File: src/rtl/serial_gpio_master.sv
module serial_gpio_master #(
  parameter int MAX_PINS = 80,
  parameter int DIV_W    = 16
) (
  input  logic        clk,
  input  logic        rst_n,
  input  logic        psel,
  input  logic        penable,
  input  logic        pwrite,
  input  logic [7:0]  paddr,
  input  logic [31:0] pwdata,
  output logic [31:0] prdata,
  output logic        pready,
  output logic        ser_clk,
  output logic        ser_load,
  output logic        ser_latch,
  output logic        ser_dout,
  input  logic        ser_din,
  output logic        irq
);
  localparam int NW    = (MAX_PINS + 31) / 32;
  localparam int PW    = NW * 32;
  localparam int MAX_G = MAX_PINS / 8;
  localparam int CW    = $clog2(PW + 1);

  typedef enum logic [1:0] {S_IDLE, S_LOAD, S_SHIFT, S_LATCH} st_t;

  logic             en_q;
  logic [3:0]       grp_q;
  logic [DIV_W-1:0] div_q, div_act, hcnt;
  logic [PW-1:0]    out_q, in_q, ien_q, m0_q, m1_q, sts_q, sts_nxt, tol_q;
  logic [PW-1:0]    snap, sh, act_mask, new_v, hit;
  logic [CW-1:0]    n_req, n_act, bcnt;
  st_t              st;
  logic             ph, dout_q;

  logic [5:0] widx;
  logic       wr, srst, tick, frame_end, start_ok;

  assign widx      = paddr[7:2];
  assign wr        = psel && penable && pwrite;
  assign srst      = wr && widx == 6'd0 && pwdata[1];
  assign pready    = 1'b1;
  assign tick      = hcnt == div_act;
  assign frame_end = st == S_LATCH && tick && ph;
  assign n_req     = (grp_q > 4'(MAX_G)) ? CW'(MAX_G * 8) : CW'({grp_q, 3'b000});
  assign start_ok  = en_q && n_req != '0;
  assign ser_clk   = st == S_SHIFT && ph;
  assign ser_load  = st == S_LOAD;
  assign ser_latch = st == S_LATCH;
  assign ser_dout  = dout_q;
  assign irq       = |sts_q;

  logic unused_ok;
  assign unused_ok = &{1'b0, paddr[1:0], sh[PW-1]};

  always_comb
    for (int i = 0; i < PW; i++) act_mask[i] = (i < int'(n_act));

  assign new_v = sh & act_mask;
  assign hit = ien_q & act_mask &
               ((~m1_q & ~m0_q & new_v) | (~m1_q & m0_q & ~new_v) |
                (m1_q & ~m0_q & new_v & ~in_q) | (m1_q & m0_q & ~new_v & in_q));

  always_comb begin
    sts_nxt = sts_q;
    for (int g = 0; g < NW; g++)
      if (wr && widx == 6'(24 + g)) sts_nxt[32*g +: 32] = sts_q[32*g +: 32] & ~pwdata;
    if (srst) sts_nxt = '0;
    else if (frame_end) sts_nxt = sts_nxt | hit;
  end

  always_comb begin
    int gsel;
    gsel = int'(widx[1:0]);
    prdata = '0;
    if (widx == 6'd0) begin
      prdata[0]          = en_q;
      prdata[7:4]        = grp_q;
      prdata[16 +: DIV_W] = div_q;
    end else if (gsel < NW) begin
      case (widx[5:2])
        4'd1:    prdata = out_q[32*gsel +: 32];
        4'd2:    prdata = in_q[32*gsel +: 32];
        4'd3:    prdata = ien_q[32*gsel +: 32];
        4'd4:    prdata = m0_q[32*gsel +: 32];
        4'd5:    prdata = m1_q[32*gsel +: 32];
        4'd6:    prdata = sts_q[32*gsel +: 32];
        4'd7:    prdata = tol_q[32*gsel +: 32];
        default: prdata = '0;
      endcase
    end
  end

  always_ff @(posedge clk or negedge rst_n) begin
    if (!rst_n) begin
      en_q <= 1'b0; grp_q <= '0; div_q <= '0;
      out_q <= '0; in_q <= '0; ien_q <= '0; m0_q <= '0; m1_q <= '0;
      sts_q <= '0; tol_q <= '0;
    end else begin
      if (wr && widx == 6'd0) begin
        en_q  <= pwdata[0];
        grp_q <= pwdata[7:4];
        div_q <= pwdata[16 +: DIV_W];
      end
      for (int g = 0; g < NW; g++) begin
        if (wr && widx == 6'(4 + g))  out_q[32*g +: 32] <= pwdata;
        if (wr && widx == 6'(12 + g)) ien_q[32*g +: 32] <= pwdata;
        if (wr && widx == 6'(16 + g)) m0_q[32*g +: 32]  <= pwdata;
        if (wr && widx == 6'(20 + g)) m1_q[32*g +: 32]  <= pwdata;
        if (wr && widx == 6'(28 + g)) tol_q[32*g +: 32] <= pwdata;
      end
      if (srst) out_q <= out_q & tol_q;
      if (frame_end && !srst) in_q <= new_v;
      sts_q <= sts_nxt;
    end
  end

  always_ff @(posedge clk or negedge rst_n) begin
    if (!rst_n) begin
      st <= S_IDLE; ph <= 1'b0; hcnt <= '0; bcnt <= '0; n_act <= '0;
      div_act <= '0; snap <= '0; sh <= '0; dout_q <= 1'b0;
    end else if (srst) begin
      st <= S_IDLE; ph <= 1'b0; hcnt <= '0; dout_q <= 1'b0;
    end else if (st == S_IDLE) begin
      if (start_ok) begin
        st <= S_LOAD; n_act <= n_req; div_act <= div_q; snap <= out_q;
        hcnt <= '0; ph <= 1'b0;
      end
    end else if (!tick) begin
      hcnt <= hcnt + 1'b1;
    end else begin
      hcnt <= '0;
      ph   <= ~ph;
      if (!ph && st == S_SHIFT) sh <= {sh[PW-2:0], ser_din};
      if (ph) begin
        case (st)
          S_LOAD: begin
            st <= S_SHIFT; bcnt <= n_act - 1'b1; dout_q <= snap[n_act - 1'b1];
          end
          S_SHIFT:
            if (bcnt == '0) begin
              st <= S_LATCH; dout_q <= 1'b0;
            end else begin
              bcnt <= bcnt - 1'b1; dout_q <= snap[bcnt - 1'b1];
            end
          S_LATCH:
            if (start_ok) begin
              st <= S_LOAD; n_act <= n_req; div_act <= div_q; snap <= out_q;
            end else st <= S_IDLE;
          default: st <= S_IDLE;
        endcase
      end
    end
  end

  assert_cfg_frozen_R6: assert property (@(posedge clk) disable iff (!rst_n)
    st == S_SHIFT |-> $stable(n_act) && $stable(div_act));

  assert_dout_steady_R3: assert property (@(posedge clk) disable iff (!rst_n)
    ser_clk |-> $stable(ser_dout));

  assert_in_at_frame_end_R4: assert property (@(posedge clk) disable iff (!rst_n)
    !$stable(in_q) |-> $past(st == S_LATCH));

  assert_irq_from_frame_R8: assert property (@(posedge clk) disable iff (!rst_n)
    $rose(irq) |-> $past(st == S_LATCH));

  assert_soft_reset_R9: assert property (@(posedge clk) disable iff (!rst_n)
    srst |=> (out_q & ~tol_q) == '0);
endmodule

File: config.mk
export PLATFORM = sky130hd
export DESIGN_NAME = serial_gpio_master
export DESIGN_NICKNAME = d
export VERILOG_FILES = /design/src/rtl/serial_gpio_master.sv
export SDC_FILE = /design/constraint.sdc
export NUM_CORES = 2
export LEC_CHECK = 0
export BUFFER_PORTS_ARGS = -buffer_cell sky130_fd_sc_hd__buf_2
export CORE_ASPECT_RATIO = 1.1
export CORE_MARGIN = 2
export CORE_UTILIZATION = 30
export CTS_BUF_LIST = sky130_fd_sc_hd__clkbuf_8
export CTS_CLUSTER_SIZE = 40
export DETAILED_ROUTE_END_ITERATION = 8
export SLEW_MARGIN = 20
export SYNTH_ARGS = -nofsm -noshare
export SYNTH_HDL_FRONTEND = slang
export SYNTH_SLANG_ARGS = --single-unit
File: constraint.sdc
create_clock -name clk -period 7.7 [get_ports clk]
set_clock_uncertainty 0.1 [all_clocks]
set_input_delay 1.925 -clock clk [delete_from_list [all_inputs] [get_ports clk]]
set_output_delay 1.925 -clock clk [all_outputs]
set_load 0.02 [all_outputs]
==> run_results.csv <==
group,metric,value,unit
run_status,outcome,"finished, violations left",
run_status,failed_checks,"DRC",
setup_path,critPathKind,"in -> out",
detailed_routing,route.vias.total,35842,
power,power.static_leakage,23.0,nW
synthesis,number_of_synthesized_flops_with_an_enable_pin,0,
synthesis,synth_fp_nets,4021,
die,chipWidth,374,microns
setup_path,worst_r2r_startpoint,"bcnt[0]$_DFFE_PN0P_",
synthesis,ys_dominant_reg_cell,"sky130_fd_sc_hd__dfrtp_1",
finish,fill_cells,14913,
setup_path,category_of_the_worst_setup_path_launch_point,"input port",
synthesis,yosys_warnings,0,
setup_path,critical_path.startpoint,"paddr[5]",
timing,grt_setup_unrepaired,"no",
worst_hold_path,worst_hold_path_stage_count,1,
die,placeableCoreArea,0.150,sq mm
power,p_per_area,221,mW/mm^2
die,dieArea,0.154,sq mm
detailed_routing,via_per_inst,5.88,
die,fp-row-count,149,
detailed_routing,drt-pass1-iter-count,9,
die,die_y_extent,411,microns
global_routing,grt_util_all_layers,0.218,
detailed_routing,detail_route.wirelength,170,mm
clocking,cts_tree,"done",
clocking,cts.sink_count,932,
synthesis,async_flop_share,1.00,
setup_path,worst-endpoint-required,5.68,ns
placement,hpwl,109,mm
setup_path,cp-end-kind,"output port",
timing,layout_min_cycle_time,7.41,ns
die,io_pins,84,
finish,nNetsFinal,4065,
power,max-vdd-ir-drop,0.226,mV
synthesis,synthCells,3966,
placement,io_buffer_count,80,
timing,worst-slew-pin-transition,1.28,ns
timing,timing.final.hold_violations,0,
clocking,clk-insertion-delay-late,0.88,ns
setup_path,rrSetupSlack,3.19,ns
finish,drive_gt1_frac,0.286,
finish,syn_to_final_growth,13.8,%
detailed_routing,wl_per_cell,28.0,microns
clocking,cts-htree-levels,4,
clocking,cts_resized,0,
setup_path,timing.critical_path.arrival,5.38,ns
detailed_routing,drc,6,
setup_path,worstRegToRegCells,9,
synthesis,synth_area_per_cell,11.4,sq um
global_routing,grt_antenna_before_repair,20,
clocking,clk_root_buffer_cell,"sky130_fd_sc_hd__clkbuf_8",
synthesis,post_synth_num_cell_types,73,
global_routing,grt.overflow.total,0,
timing,max_freq,135,MHz
synthesis,synth_seq_area_share,0.516,
setup_path,regToRegEndpoint,"ser_dout$_DFFE_PN0P_",
worst_hold_path,hold_path.class,"reg -> reg",
die,initial_core_util,0.302,
global_routing,grt_pass1_wl,249,mm
clocking,postCtsHoldBufs,0,
global_routing,grt_max_degree,193,
synthesis,netlist_area,0.0452,sq mm
worst_hold_path,hold_end,"snap[48]$_DFFE_PN0P_",
global_routing,via_count_of_the_first_global_routing_pass,35085,
run,cap_viol_max_count,0,
setup_path,crit_path_max_fanout,30,
detailed_routing,route.antenna.remaining_nets,0,
clocking,clk_pin_slew_worst_paths,0.06,ns
detailed_routing,initialDrtViolationCount,4733,
power,totalPowerFinal,11.3,mW
synthesis,synth_seq_cells,932,
timing,max_slew_margin,0.139,
clocking,post-cts-setup-buffers,0,
timing,fin_setup_tns,0,ns
clocking,tritoncts.num_buffers,159,
timing,setup_viol,0,
timing,fin_crit_sh,0.962,
clocking,clock_tree.buffer_depth,3,
placement,globalplace.congestion,0.929,
timing,final-max-slew-violation-count,0,
worst_hold_path,origin_of_the_worst_min_delay_path,"snap[48]$_DFFE_PN0P_",
[through the flow]
stage	cell area [sq um]	setup WS, ns	hold WS, ns	instances	util
final	51400	0.293	0.407	6095	0.343
after floorplan	45200	1.44	0.369	3966	-
after detailed placement	48200	0.393	0.392	5811	0.322
after global placement	48200	0.373	0.385	5811	0.322
after CTS	51300	0.385	0.405	6090	0.343
after global routing	51400	0.250	0.415	6094	0.343
[where the power goes]
part | switching, mW | internal [mW] | total [mW]
clock | 2.12 | 2.40 | 4.52
combinational | 1.04 | 0.504 | 1.54
sequential | 0.205 | 5.09 | 5.29
total | 3.36 | 7.99 | 11.3
[cell usage after synthesis, types with 5 or more instances]
cell type | count | area (sq um)
sky130_fd_sc_hd__ha_1 | 9 | 113
sky130_fd_sc_hd__nor3_1 | 16 | 80.1
sky130_fd_sc_hd__mux4_2 | 22 | 495
sky130_fd_sc_hd__nor4_1 | 27 | 169
sky130_fd_sc_hd__buf_2 | 19 | 95.1
sky130_fd_sc_hd__a211oi_1 | 101 | 758
sky130_fd_sc_hd__and3b_1 | 6 | 52.6
sky130_fd_sc_hd__a21boi_0 | 43 | 323
sky130_fd_sc_hd__o31ai_1 | 5 | 37.5
sky130_fd_sc_hd__and3_1 | 38 | 238
sky130_fd_sc_hd__nand4_1 | 20 | 125
sky130_fd_sc_hd__clkbuf_1 | 249 | 935
sky130_fd_sc_hd__nor3b_1 | 6 | 45.0
sky130_fd_sc_hd__a22oi_1 | 154 | 1160
sky130_fd_sc_hd__o22ai_1 | 18 | 113
sky130_fd_sc_hd__nand3_1 | 66 | 330
sky130_fd_sc_hd__nand2b_1 | 99 | 619
sky130_fd_sc_hd__or2_2 | 5 | 31.3
sky130_fd_sc_hd__mux2i_1 | 28 | 280
sky130_fd_sc_hd__mux2_2 | 579 | 6520
sky130_fd_sc_hd__a21oi_1 | 131 | 656
sky130_fd_sc_hd__a21o_1 | 98 | 736
sky130_fd_sc_hd__buf_1 | 25 | 93.8
sky130_fd_sc_hd__buf_6 | 5 | 56.3
sky130_fd_sc_hd__nor2_1 | 138 | 518
sky130_fd_sc_hd__o211ai_1 | 7 | 52.6
sky130_fd_sc_hd__a22o_1 | 134 | 1170
sky130_fd_sc_hd__a221oi_1 | 33 | 289
sky130_fd_sc_hd__xnor2_1 | 25 | 219
sky130_fd_sc_hd__nand2_1 | 348 | 1310
sky130_fd_sc_hd__o21ai_0 | 194 | 971
sky130_fd_sc_hd__mux2_4 | 40 | 601
sky130_fd_sc_hd__clkbuf_2 | 18 | 90.1
sky130_fd_sc_hd__a32oi_1 | 7 | 61.3
sky130_fd_sc_hd__a31oi_1 | 84 | 526
sky130_fd_sc_hd__nor2b_1 | 29 | 181
sky130_fd_sc_hd__a32o_1 | 10 | 100
sky130_fd_sc_hd__a31o_2 | 64 | 561
sky130_fd_sc_hd__dfrtp_1 | 932 | 23300
sky130_fd_sc_hd__inv_1 | 16 | 60.1
sky130_fd_sc_hd__a2111oi_0 | 11 | 96.3
sky130_fd_sc_hd__a222oi_1 | 44 | 440
sky130_fd_sc_hd__and2_1 | 5 | 31.3
sky130_fd_sc_hd__xor2_1 | 9 | 78.8
[cell type report]
cell class,count,area [sq um],share of cell area
inverter,17,63.8,0.00124
antenna,4,10.0,0.000195
sequential,932,23300,0.454
clock inverter,79,417,0.00811
tap,1963,2460,0.0478
timing repair buffer,200,1540,0.0301
multi-input combinational,2700,20800,0.405
clock buffer,200,2750,0.0536
[routing by layer]
layer | wire length (microns) | track usage | vias to the layer above
li1 | - | - | 14938
met1 | 66700 | 0.276 | 18489
met2 | 77800 | 0.344 | 1912
met3 | 16600 | 0.0556 | 485
met4 | 9310 | 0.112 | 18
met5 | 101 | 0 | -
[placed cells by master (no fill, tap or decap), types with 17 or more instances in the layout]
| master | count |
|---|---|
| sky130_fd_sc_hd__a211oi_1 | 101 |
| sky130_fd_sc_hd__a21boi_0 | 43 |
| sky130_fd_sc_hd__a21o_1 | 98 |
| sky130_fd_sc_hd__a21oi_1 | 131 |
| sky130_fd_sc_hd__a221oi_1 | 33 |
| sky130_fd_sc_hd__a222oi_1 | 44 |
| sky130_fd_sc_hd__a22o_1 | 134 |
| sky130_fd_sc_hd__a22oi_1 | 154 |
| sky130_fd_sc_hd__a31o_2 | 64 |
| sky130_fd_sc_hd__a31oi_1 | 84 |
| sky130_fd_sc_hd__and3_1 | 37 |
| sky130_fd_sc_hd__buf_12 | 17 |
| sky130_fd_sc_hd__buf_2 | 79 |
| sky130_fd_sc_hd__buf_4 | 102 |
| sky130_fd_sc_hd__clkbuf_8 | 200 |
| sky130_fd_sc_hd__dfrtp_1 | 931 |
| sky130_fd_sc_hd__inv_1 | 72 |
| sky130_fd_sc_hd__mux2_2 | 579 |
| sky130_fd_sc_hd__mux2_4 | 40 |
| sky130_fd_sc_hd__mux2i_1 | 28 |
| sky130_fd_sc_hd__mux4_2 | 22 |
| sky130_fd_sc_hd__nand2_1 | 348 |
| sky130_fd_sc_hd__nand2b_1 | 98 |
| sky130_fd_sc_hd__nand3_1 | 65 |
| sky130_fd_sc_hd__nand4_1 | 20 |
| sky130_fd_sc_hd__nor2_1 | 118 |
| sky130_fd_sc_hd__nor2_4 | 19 |
| sky130_fd_sc_hd__nor2b_1 | 27 |
| sky130_fd_sc_hd__nor4_1 | 26 |
| sky130_fd_sc_hd__o21ai_0 | 194 |
| sky130_fd_sc_hd__o22ai_1 | 18 |
| sky130_fd_sc_hd__xnor2_1 | 25 |
[critical path, cell delays in order]
cell and delay, ns:
sky130_fd_sc_hd__buf_2 0.69, sky130_fd_sc_hd__o21bai_4 0.54, sky130_fd_sc_hd__buf_4 0.37, sky130_fd_sc_hd__a22o_1 0.23, sky130_fd_sc_hd__a2111oi_0 0.72, sky130_fd_sc_hd__buf_4 0.23
sky130_fd_sc_hd__a31oi_1 0.06, sky130_fd_sc_hd__a32o_1 0.36, sky130_fd_sc_hd__buf_2 0.19
[kinds of logic after synthesis]
| logic type | count (synthesis) | share of synthesized area |
|---|---|---|
| AO/OA/AOI/OAI | 1159 | 0.182 |
| flip-flops | 932 | 0.516 |
| AND/OR/NAND/NOR | 827 | 0.0876 |
| multiplexers | 670 | 0.175 |
| buffers and inverters | 334 | 0.0297 |
| XOR/XNOR | 34 | 0.00659 |
| adder cells (fa/ha/maj) | 9 | 0.00249 |
| other | 1 | 0.0000830 |
[worst max-delay path by stage]
stage | endpoint | cells after the start | slack (ns)
2_1_floorplan | prdata[12] | 8 | 1.44
6_report | prdata[19] | 9 | 0.29
5_1_grt | prdata[19] | 9 | 0.25
3_5_place_dp | prdata[19] | 9 | 0.39
3_3_place_gp | prdata[19] | 9 | 0.37
4_1_cts | prdata[19] | 9 | 0.39
(Power assumes the default switching activity.)
